### src/rtl/rx_frame.sv
module rx_frame #(
  parameter int DATA_W = 8
) (
  input  logic              clk,
  input  logic              rst_n,
  input  logic              ser_in,
  input  logic              start,
  input  logic              odd_par,
  output logic [DATA_W-1:0] word_o,
  output logic              wr_o,
  output logic              perr_o
);
  localparam int CNT_W = $clog2(DATA_W + 1);
  localparam int IDX_W = (DATA_W > 1) ? $clog2(DATA_W) : 1;
  localparam logic [CNT_W-1:0] LAST = CNT_W'(DATA_W);

  logic              busy_q, busy_d;
  logic [CNT_W-1:0]  cnt_q, cnt_d;
  logic [DATA_W-1:0] shift_q, shift_d;
  logic              wr_q, wr_d;
  logic              perr_q, perr_d;
  logic              verdict_ok;

  assign verdict_ok = ((^shift_q) ^ ser_in) == odd_par;

  always_comb begin
    busy_d  = busy_q;
    cnt_d   = cnt_q;
    shift_d = shift_q;
    wr_d    = 1'b0;
    perr_d  = 1'b0;
    if (!busy_q) begin
      if (start) begin
        busy_d = 1'b1;
        cnt_d  = '0;
      end
    end else if (cnt_q != LAST) begin
      shift_d[cnt_q[IDX_W-1:0]] = ser_in;
      cnt_d = cnt_q + 1'b1;
    end else begin
      busy_d = 1'b0;
      if (verdict_ok) wr_d = 1'b1;
      else            perr_d = 1'b1;
    end
  end

  always_ff @(posedge clk or negedge rst_n) begin
    if (!rst_n) begin
      busy_q  <= 1'b0;
      cnt_q   <= '0;
      shift_q <= '0;
      wr_q    <= 1'b0;
      perr_q  <= 1'b0;
    end else begin
      busy_q <= busy_d;
      cnt_q  <= cnt_d;
      if (busy_q) shift_q <= shift_d;
      wr_q   <= wr_d;
      perr_q <= perr_d;
    end
  end

  assign word_o = shift_q;
  assign wr_o   = wr_q;
  assign perr_o = perr_q;


  perr_one_cycle_chk: assert property (@(posedge clk) disable iff (!rst_n)
    perr_q |=> !perr_q);

  verdict_excl_chk: assert property (@(posedge clk) disable iff (!rst_n)
    !(perr_q && wr_q));

  frame_advance_chk: assert property (@(posedge clk) disable iff (!rst_n)
    (busy_q && cnt_q != LAST) |=> (busy_q && cnt_q == $past(cnt_q) + 1'b1));

  verdict_after_frame_chk: assert property (@(posedge clk) disable iff (!rst_n)
    (busy_q && cnt_q == LAST) |=> (!busy_q && (wr_q || perr_q)));
endmodule

### src/rtl/rx_fifo.sv
module rx_fifo #(
  parameter int W     = 8,
  parameter int DEPTH = 8
) (
  input  logic         clk,
  input  logic         rst_n,
  input  logic         wr_i,
  input  logic [W-1:0] wr_data,
  input  logic         rd_en,
  output logic [W-1:0] rd_data,
  output logic         empty,
  output logic         full,
  output logic         overflow
);
  localparam int PTR_W = (DEPTH > 1) ? $clog2(DEPTH) : 1;
  localparam int CNT_W = $clog2(DEPTH + 1);
  localparam logic [CNT_W-1:0] CNT_FULL = CNT_W'(DEPTH);
  localparam logic [PTR_W-1:0] PTR_LAST = PTR_W'(DEPTH - 1);

  logic [W-1:0]     mem_q [DEPTH];
  logic [PTR_W-1:0] wp_q, wp_d, rp_q, rp_d;
  logic [CNT_W-1:0] cnt_q, cnt_d;
  logic             ovf_q, ovf_d;
  logic             wr_go, rd_go;

  assign full  = (cnt_q == CNT_FULL);
  assign empty = (cnt_q == '0);
  assign wr_go = wr_i && !full;
  assign rd_go = rd_en && !empty;

  always_comb begin
    wp_d  = wp_q;
    rp_d  = rp_q;
    cnt_d = cnt_q;
    ovf_d = ovf_q | (wr_i && full);
    if (wr_go) wp_d = (wp_q == PTR_LAST) ? '0 : wp_q + 1'b1;
    if (rd_go) rp_d = (rp_q == PTR_LAST) ? '0 : rp_q + 1'b1;
    case ({wr_go, rd_go})
      2'b10:   cnt_d = cnt_q + 1'b1;
      2'b01:   cnt_d = cnt_q - 1'b1;
      default: cnt_d = cnt_q;
    endcase
  end

  always_ff @(posedge clk or negedge rst_n) begin
    if (!rst_n) begin
      wp_q  <= '0;
      rp_q  <= '0;
      cnt_q <= '0;
      ovf_q <= 1'b0;
    end else begin
      wp_q  <= wp_d;
      rp_q  <= rp_d;
      cnt_q <= cnt_d;
      ovf_q <= ovf_d;
    end
  end

  always_ff @(posedge clk) begin
    if (wr_go) mem_q[wp_q] <= wr_data;
  end

  assign rd_data  = mem_q[rp_q];
  assign overflow = ovf_q;


  flags_excl_chk: assert property (@(posedge clk) disable iff (!rst_n)
    !(full && empty));

  overflow_sticky_chk: assert property (@(posedge clk) disable iff (!rst_n)
    overflow |=> overflow);

  drop_on_full_chk: assert property (@(posedge clk) disable iff (!rst_n)
    (wr_i && full && !rd_en) |=> (full && overflow));

  empty_read_chk: assert property (@(posedge clk) disable iff (!rst_n)
    (rd_en && empty && !wr_i) |=> empty);
endmodule

### src/rtl/par_serial_rx.sv
module par_serial_rx #(
  parameter int DATA_W     = 8,
  parameter int FIFO_DEPTH = 8
) (
  input  logic              clk,
  input  logic              rst_n,
  input  logic              ser_in,
  input  logic              start,
  input  logic              odd_par,
  input  logic              rd_en,
  output logic [DATA_W-1:0] rd_data,
  output logic              empty,
  output logic              full,
  output logic              parity_err,
  output logic              overflow
);
  logic [DATA_W-1:0] word;
  logic              word_wr;

  rx_frame #(.DATA_W(DATA_W)) frame_i (
    .clk    (clk),
    .rst_n  (rst_n),
    .ser_in (ser_in),
    .start  (start),
    .odd_par(odd_par),
    .word_o (word),
    .wr_o   (word_wr),
    .perr_o (parity_err)
  );

  rx_fifo #(.W(DATA_W), .DEPTH(FIFO_DEPTH)) fifo_i (
    .clk     (clk),
    .rst_n   (rst_n),
    .wr_i    (word_wr),
    .wr_data (word),
    .rd_en   (rd_en),
    .rd_data (rd_data),
    .empty   (empty),
    .full    (full),
    .overflow(overflow)
  );
endmodule

### config.mk
export PLATFORM = sky130hd
export DESIGN_NAME = par_serial_rx
export DESIGN_NICKNAME = d
export VERILOG_FILES = /design/src/rtl/rx_frame.sv /design/src/rtl/rx_fifo.sv /design/src/rtl/par_serial_rx.sv
export SDC_FILE = /design/constraint.sdc
export NUM_CORES = 1
export LEC_CHECK = 0
export BUFFER_PORTS_ARGS = -buffer_cell sky130_fd_sc_hd__buf_2
export CORE_ASPECT_RATIO = 1.1
export CORE_MARGIN = 4
export CORE_UTILIZATION = 35
export CTS_BUF_LIST = sky130_fd_sc_hd__clkbuf_4
export DETAILED_ROUTE_END_ITERATION = 7
export MAX_ROUTING_LAYER = met4
export SLEW_MARGIN = 5
export SYNTH_ARGS = -nofsm -noshare
export SYNTH_HDL_FRONTEND = slang
export SYNTH_SLANG_ARGS = --single-unit
### constraint.sdc
create_clock -name clk -period 2.3 [get_ports clk]
set_input_delay 0.345 -clock clk [delete_from_list [all_inputs] [get_ports clk]]
set_output_delay 0.345 -clock clk [all_outputs]
set_load 0.05 [all_outputs]
; ---- After elaboration in Yosys (flattened, before gate mapping)
; Memory sizes are Yosys's and may differ from the RTL's.
; Index checks and enable logic that the tools add are counted.
[totals]
mem_bits_rw = 64
mem_count = 1
register_bits = 26
[mem_list]
columns = memory, words, word_bits, rd, rd_clocked_by_memory_dff, wr, line_no
row1 = fifo_i.mem_q, 8, 8, 1, 0, 1, rx_fifo.sv:20  ; logic [W-1:0] mem_q [DEPTH];
[classes]
eq_ne = 8
mux = 20
bitwise_logic = 2
reduce_logical = 12
addsub = 5
n_lt_le_gt_ge = 2
[ops]
columns = op, n
row1 = 2-to-1 mux 1 bit, 12
row2 = 2-to-1 mux 4 bit, 3
row3 = "adder 4 x 1 -> 4 bit, second input constant", 2
row4 = bitwise mux 8 bit, 1
row5 = case mux 4 bit (2 select lines), 1
row6 = parity 8 bit, 1
row7 = "adder 3 x 1 -> 3 bit, second input constant", 2
row8 = "equality test 3 bit, second input constant", 2
row9 = 2-to-1 mux 3 bit, 2
row10 = "equality test 4 bit, second input constant", 1
row11 = logical AND 1 bit, 4
row12 = zero test 4 bit, 1
row13 = "< comparator 3 x 4 -> 1 bit, second input constant", 1
row14 = "!= test 4 bit, second input constant", 1
row15 = AND reduction 2 bit, 2
row16 = nonzero test 2 bit, 2
row17 = "subtractor 4 x 1 -> 4 bit, second input constant", 1
row18 = demux 1 bit (select 3 bit), 1
row19 = ">= comparator 3 x 1 -> 1 bit, second input constant", 1
row20 = "equality test 2 x 1 -> 1 bit, second input constant", 1
row21 = "equality test 2 bit, second input constant", 1
row22 = zero test 1 bit, 2
row23 = "!= test 2 bit, second input constant", 1
row24 = equality test 1 bit, 1
row25 = 2 further kinds, 2

; ---- Longest topological paths before layout
; Gate-level depths: netlist of run 1.
[logic_depth]
word_depth = 6
mapped_depth = 9
ltp_nobuf = 9

; ---- Hierarchy
; From an unflattened synthesis of run 1, not the netlist that was laid out.
[hier_totals]
cells_unflattened = 230
hier_area_um2 = 3958.8
[modules_own_cells]
columns = mod, seq_area_each_um2, cells_each, area_each_um2, instances
row1 = rx_fifo, 2197.1, 162, 3190.6, 1
row2 = rx_frame, 375.4, 68, 768.2, 1

; ---- Worst setup path after synthesis of run 1
; OpenSTA, ideal clock, no wires.
[synth_path]
path_kind = reg-to-reg
start = reg fifo_i.cnt_q[0]
end = reg fifo_i.cnt_q[3]
arrival_time_ns = 3.589
setup_ns = 0.080
synth_period_minus_slack_ns = 3.669
path_slack_ns = -1.369
required_time_ns = 2.220
path_stages_with_launch = 10
cell_sequence = dfrtp_1 nor4_1 nand2b_1 inv_1 ha_1 ha_1 a21o_1 a21oi_1 mux2i_1 xnor2_1
[synth_via]
elab_chain_cells = 5
[synth_lines]
columns = item, line_no
row1 = from (decl), rx_fifo.sv:22  ; logic [CNT_W-1:0] cnt_q, cnt_d;
row2 = from (signal assigned), rx_fifo.sv:54  ; cnt_q <= cnt_d;
row3 = zero test 4 bit (*), rx_fifo.sv:27  ; assign empty = (cnt_q == '0);
row4 = net empty, par_serial_rx.sv:12  ; output logic empty,
row5 = zero test 1 bit (*), rx_fifo.sv:29  ; assign rd_go = rd_en && !empty;
row6 = logical AND 1 bit (*), rx_fifo.sv:29
row7 = net fifo_i.rd_go, rx_fifo.sv:24  ; logic wr_go, rd_go;
row8 = equality test 2 x 1 -> 1 bit / equality test 2 bit (equally long branches), rx_fifo.sv:38  ; case ({wr_go, rd_go})
row9 = case mux 4 bit (2 select lines) / nonzero test 2 bit (equally long branches), -
; Mark *: on every way through the listed nets, which the timed path passes. The rest lies on a longest branch.
; A chain may end at the register's enable or synchronous reset.

; ---- Worst setup path in the final report of run 1
[layout_path]
start = reg fifo_i.rp_q[0]
end = out rd_data[6]
[layout_via]
elab_chain_cells = 1
[layout_lines]
columns = item, line_no
row1 = from (decl), rx_fifo.sv:21  ; logic [PTR_W-1:0] wp_q, wp_d, rp_q, rp_d;
row2 = from (signal assigned), rx_fifo.sv:53  ; rp_q <= rp_d;
row3 = memory read (8 x 8 bit), -
row4 = to (decl), par_serial_rx.sv:11  ; output logic [DATA_W-1:0] rd_data,
; Every way passes these cells.

==> results of run 1 <==
==> layout make-up <==
type	count	area (um^2)	share of cell area
clock buffer	9	67.6	0.0150
clock inverter	7	67.6	0.0150
inverter	6	22.5	0.00500
multi-input combinational	122	1320	0.292
sequential	90	2580	0.572
tap	147	184	0.0408
timing repair buffer	31	272	0.0603
==> metrics by stage <==
stage / hold slack (ns) / TNS, ns / util
final: 0.154 / -0.279 / 0.409
after global routing: 0.121 / -1.17 / 0.409
after CTS: 0.0995 / -1.20 / 0.410
after detailed placement: 0.387 / 0 / 0.389
after global placement: 0.389 / 0 / 0.389
after floorplan: 0.0494 / -0.428 / -
==> routing by layer <==
layer,GRT usage,vias to the layer above,part of all wire,routed length [um]
met5,-,-,0,0
met4,0.0514,0,0.018,119
met3,0.0328,8,0.028,184
met2,0.179,20,0.50,3320
met1,0.151,1002,0.45,2980
li1,-,931,-,-
==> placed cells by master, fill, tap and decap left out, types with 8 or more instances in the layout <==
master	instances
edfxtp_1	64
dfrtp_1	23
mux4_2	13
mux2_2	11
buf_4	11
nand2_1	10
nor2_1	9
xnor2_1	9
clkbuf_4	9
buf_2	9
mux2_4	8
nor3_1	8
==> cells by family (layout without fill, tap and decap cells) <==
group,count (synthesis),in the layout,synth area share
AOI/OAI and AO/OA,12,12,0.0199
xor gates and xnor gates,13,13,0.0341
adders and majority gates,10,10,0.0335
buffers and inverters,17,53,0.0256
DFF,90,90,0.650
muxes,39,39,0.170
and+or+nand+nor,48,48,0.0664
==> flip-flops by register name (all words and copies together), names as in the netlist <==
signal and count:
fifo_i.cnt_q 4, fifo_i.mem_q 64, fifo_i.overflow 1, fifo_i.rp_q 3, fifo_i.wp_q 3, frame_i.busy_q 1, frame_i.cnt_q 4, frame_i.perr_o 1
frame_i.word_o 8, frame_i.wr_o 1
==> where the power goes <==
part | internal [W] | switching (W)
clock | 0.000330 | 0.000525
combinational | 0.00140 | 0.00130
sequential | 0.00218 | 0.000517
total | 0.00392 | 0.00235
==> worst paths after layout <==
path	start	to	slack (ns)	cells past startpoint
max	fifo_i.rp_q[0]	rd_data[6]	-0.07	4
min	start	frame_i.cnt_q[3]	0.15	2
max reg2reg	fifo_i.cnt_q[1]	fifo_i.cnt_q[3]	0.17	8
min reg2reg	fifo_i.overflow	fifo_i.overflow	0.50	1
max in group asynchronous	rst_n	fifo_i.cnt_q[0]	1.45	2
min in group asynchronous	rst_n	fifo_i.cnt_q[3]	0.43	2
==> worst register-to-register path: cells and delay by family (launching register included) <==
family / cells / cell delay (ns)
fa+ha+maj: 2 / 0.39
xor+xnor: 1 / 0.13
flops: 1 / 0.52
compound gates: 2 / 0.30
simple gates: 2 / 0.53
mux: 1 / 0.23
==> what timing repair did <==
action | 4_1_cts | 5_1_grt
cloned | 1 | 0
gates resized for setup | 17 | 7
endpoints found under the setup margin | 8 | 9
setup buffers | 3 | 1
endpoints found under the hold margin | 26 | 0
hold buffers | 1 | 0
==> results.cfg, run 1 <==
[global_routing]
antenna_found_initial = 0
grt_remaining_overflow = 0
grt_pass1_vias = 2071
grt_pass1_wl_um = 11200
grt_usage = 0.119
grt_start_max_net_pins = 27

[cells_and_area]
syn_to_final_growth_pct = 13.8
nNetsFinal = 276
layout-drive-gt1-share = 0.332
layoutNonFillerInstCount = 412
n_fill_cell = 1022
num_antenna_cells = 0
final_cell_area_um2 = 4510

[synthesis]
synth_nets = 245
async_flop_share = 0.289
yosys_most_used_dff = edfxtp_1
ys_types = 38
synth.top_cell.area_share = 0.486
ys_warn_count = 0
synth-seq-cells = 90
synthCells = 229
yosys.area.top_type = edfxtp_1
syn_avg_cell_area_um2 = 17.3
syn-cell-area_um2 = 3960
synthTopCellsByCount = edfxtp_1, dfrtp_1, mux2_2, nand2_1
ys_seq_area_frac = 0.650
synth_edf_count = 64
ys_top_cells_by_area = edfxtp_1, dfrtp_1, mux4_1
yosysMostFrequentCell = edfxtp_1

[floorplan]
die_y_um = 120
die_area_um2 = 13100
fp.dieW_um = 109
start_util = 0.359
io_pins = 18
row_count = 40
core_area_um2 = 11000

[timing]
skew_ns = 0.00925
worst_slack_ns = -0.0715
worst_pin_slew_ns = 0.909
timing.fmax_mhz = 422
setup_viol = 8
rsz0062_at_grt = true
relSlewSlack = 0.392
slew_violations = 0
post-route-period-util = 1.03
layout_min_cycle_time_ns = 2.37
hold_viol_final = 0

[run_status]
status = finished with violations
violations = setup timing

[detailed_routing]
ant_nets = 0
drc = 0
vias_per_cell = 4.76
vias = 1961
wirelength_um = 6600
drtPass1Iterations = 4
wl_per_cell_um = 16.0
drtIter0Drc = 63

[cts]
clkTransAtPathRegs_ns = 0.13
worstSkewPairLatency_ns = 0.43
numCtsBuffers = 9
cts_tree = done
clockRootBuffer = clkbuf_4
cts_sinks = 90
clk_path_buf_depth = 2
h-tree-depth = 3

[placement]
numPortBuffers = 17
routabilityCongestion = 0.761
dpl_cell_area_um2 = 4280
dpl.cell_count = 391
hpwl_um = 4430
dp_slack_ns = 0.162

[setup_path]
cp_slowest_stage_delay_ns = 0.57
crit_arrival_ns = 2.03
critical-path-top-delay-family = multiplexers
worst-setup-path-type = flop to output pin
required_ns = 1.96
path_buf_inv = 2
cp_slowest_cell = mux4_1
worstPathCellList = buf_12, mux4_1, mux2_4, buf_6
endpoint_kind = output pin
critPathMaxFanout = 9
start_kind = flop

[power]
peakVddDrop_v = 0.000501
power.total_w = 0.00626
leakagePower_nw = 1.68
power_density_nw_per_um2 = 1390

[job]
drv_cap = 0

[hold_path]
hold_class = input pin to flop
No activity file was read; power rests on OpenSTA's default activity.
==> run 2, diff against run 1 <==
PLACE_DENSITY_LB_ADDON = 0.08   (was not set)
==> run 2 against run 1 <==
The flow still finishes with violations (setup timing). Critical endpoint is now rd_data[3]. Sequential cell count unchanged. Sequential power barely moved. Routed wire length is 10% higher. First-iteration DRC count rose by 6.3%. Highest routed layer unchanged. Non-clock buffer count is 3 higher. Die area unchanged.
==> results.cfg, run 2 (synthesis gave the netlist of run 1 again) <==
[cells_and_area]
largest_reg_flops = 64
n_fill_cell = 1024
syn_to_final_growth_pct = 15.5
largest-register = fifo_i.mem_q
layout_common_cells = edfxtp_1, dfrtp_1, mux4_2, buf_4, mux2_2
num_antenna_cells = 0
final_common_cell = edfxtp_1
final_util = 0.415
layout-drive-gt1-share = 0.358
nNetsFinal = 279

[timing]
worst_pin_slew_ns = 0.648
hold_viol_final = 0
layout_min_cycle_time_ns = 2.38
whs_ns = 0.179
worst_slack_ns = -0.0817
skew_ns = 0.0170
slew_violations = 0
relSlewSlack = 0.568
setup_viol = 8
timing.fmax_mhz = 420
rsz0062_at_grt = true
post-route-period-util = 1.04

[setup_path]
rrSetupSlack_ns = 0.19
endpoint_kind = output pin
required_ns = 1.96
critPathMaxFanout = 4
critical-path-top-delay-family = multiplexers
r2r-start = fifo_i.cnt_q[0]
worst-setup-path-type = flop to output pin
r2r_end = fifo_i.cnt_q[3]
start_kind = flop
cp_slowest_cell = mux4_2
r2r_cells = 9
path_buf_inv = 2
cp_slowest_stage_delay_ns = 0.51
crit_arrival_ns = 2.04
worstPathCellList = clkbuf_16, mux4_2, mux2_4, buf_6

[floorplan]
row_count = 40
die_y_um = 120
io_pins = 18
die_area_um2 = 13100
start_util = 0.359
fp.dieW_um = 109
core_area_um2 = 11000

[hold_path]
hold_class = input pin to flop
hold_depth = 2
min-delay-start = start
hold-path-endpoint = frame_i.cnt_q[3]

[cts]
numCtsBuffers = 9
h-tree-depth = 3
clk_path_buf_depth = 2
cts_sinks = 90
cts_tree = done
worstSkewPairLatency_ns = 0.43
clkTransAtPathRegs_ns = 0.13
clockRootBuffer = clkbuf_4

[global_routing]
grt_usage = 0.125
busiest_layer = met2
antenna_found_initial = 0
use_met1 = 0.160
grt_pass1_wl_um = 11700
grt_pass1_vias = 2129
grt_start_max_net_pins = 27
grt_use_met3 = 0.0226
grt_remaining_overflow = 0
met2_usage = 0.191

[power]
peakVddDrop_v = 0.000519
power_density_nw_per_um2 = 1420
leakagePower_nw = 1.71

[detailed_routing]
wirelength_um = 7280
wl_per_cell_um = 17.5
vias_per_cell = 4.69
drc = 0
drtPass1Iterations = 4
drtIter0Drc = 67
vias = 1947
ant_nets = 0

[job]
drv_cap = 0

[run_status]
status = finished with violations
violations = setup timing

[placement]
hpwl_um = 4580
numPortBuffers = 17
routabilityCongestion = 0.730
dp_slack_ns = 0.185
## run 2: changes by cell type in the layout (fill, tap and decap cells not counted), sizes merged
cell	change
buf	+2
bufinv	+1
clkbuf	+1
clkinv	+1
clkinvlp	-1
inv	-1
## run 2: how the worst max path moves through the flow
stage	startpoint	endpoint	depth (start not counted)
6_report	fifo_i.rp_q[0]	rd_data[3]	4
5_1_grt	fifo_i.rp_q[0]	rd_data[3]	4
4_1_cts	fifo_i.rp_q[0]	rd_data[1]	4
3_5_place_dp	fifo_i.cnt_q[0]	fifo_i.cnt_q[3]	9
3_3_place_gp	fifo_i.cnt_q[0]	fifo_i.cnt_q[3]	9
2_1_floorplan	fifo_i.cnt_q[0]	fifo_i.cnt_q[3]	9
## run 2: what timing repair did
| item | CTS | global route |
|---|---|---|
| gates resized for setup | 18 | 9 |
| buffers inserted | 3 | 0 |
| gates cloned | 1 | 1 |
| hold buffers | 1 | 0 |
| endpoints found under the hold margin | 26 | 0 |
| setup endpoints to repair | 8 | 8 |
## run 2: area by class of cell
cell class	instances	area [um^2]	share of cell area
multi-input combinational	122	1310	0.286
tap	147	184	0.0403
sequential	90	2580	0.564
clock inverter	7	103	0.0225
timing repair buffer	34	312	0.0682
clock buffer	9	67.6	0.0148
inverter	6	22.5	0.00493
## run 2: per-stage QoR
| step | cell area (um^2) | TNS [ns] | power (W) | cells |
|---|---|---|---|---|
| 2_1_floorplan | 4020 | -0.428 | 0.00471 | 229 |
| 3_3_place_gp | 4300 | 0 | 0.00523 | 394 |
| 3_5_place_dp | 4300 | 0 | 0.00526 | 394 |
| 4_1_cts | 4570 | -0.992 | 0.00655 | 415 |
| 5_1_grt | 4570 | -1.24 | 0.00690 | 415 |
| 6_report | 4570 | -0.424 | 0.00648 | 415 |
## run 2: layer usage
metal,part of all wire,vias to the layer above
li1,-,941
met1,0.48,976
met2,0.49,22
met3,0.017,8
met4,0.015,0
met5,0,-
## run 2: report_power, final
group / internal (W) / total [W] / switching, W / leakage (nW)
clock: 0.000453 / 0.00101 / 0.000560 / 0.0920
combinational: 0.00144 / 0.00274 / 0.00130 / 0.730
sequential: 0.00218 / 0.00273 / 0.000545 / 0.886
total: 0.00407 / 0.00648 / 0.00241 / 1.71
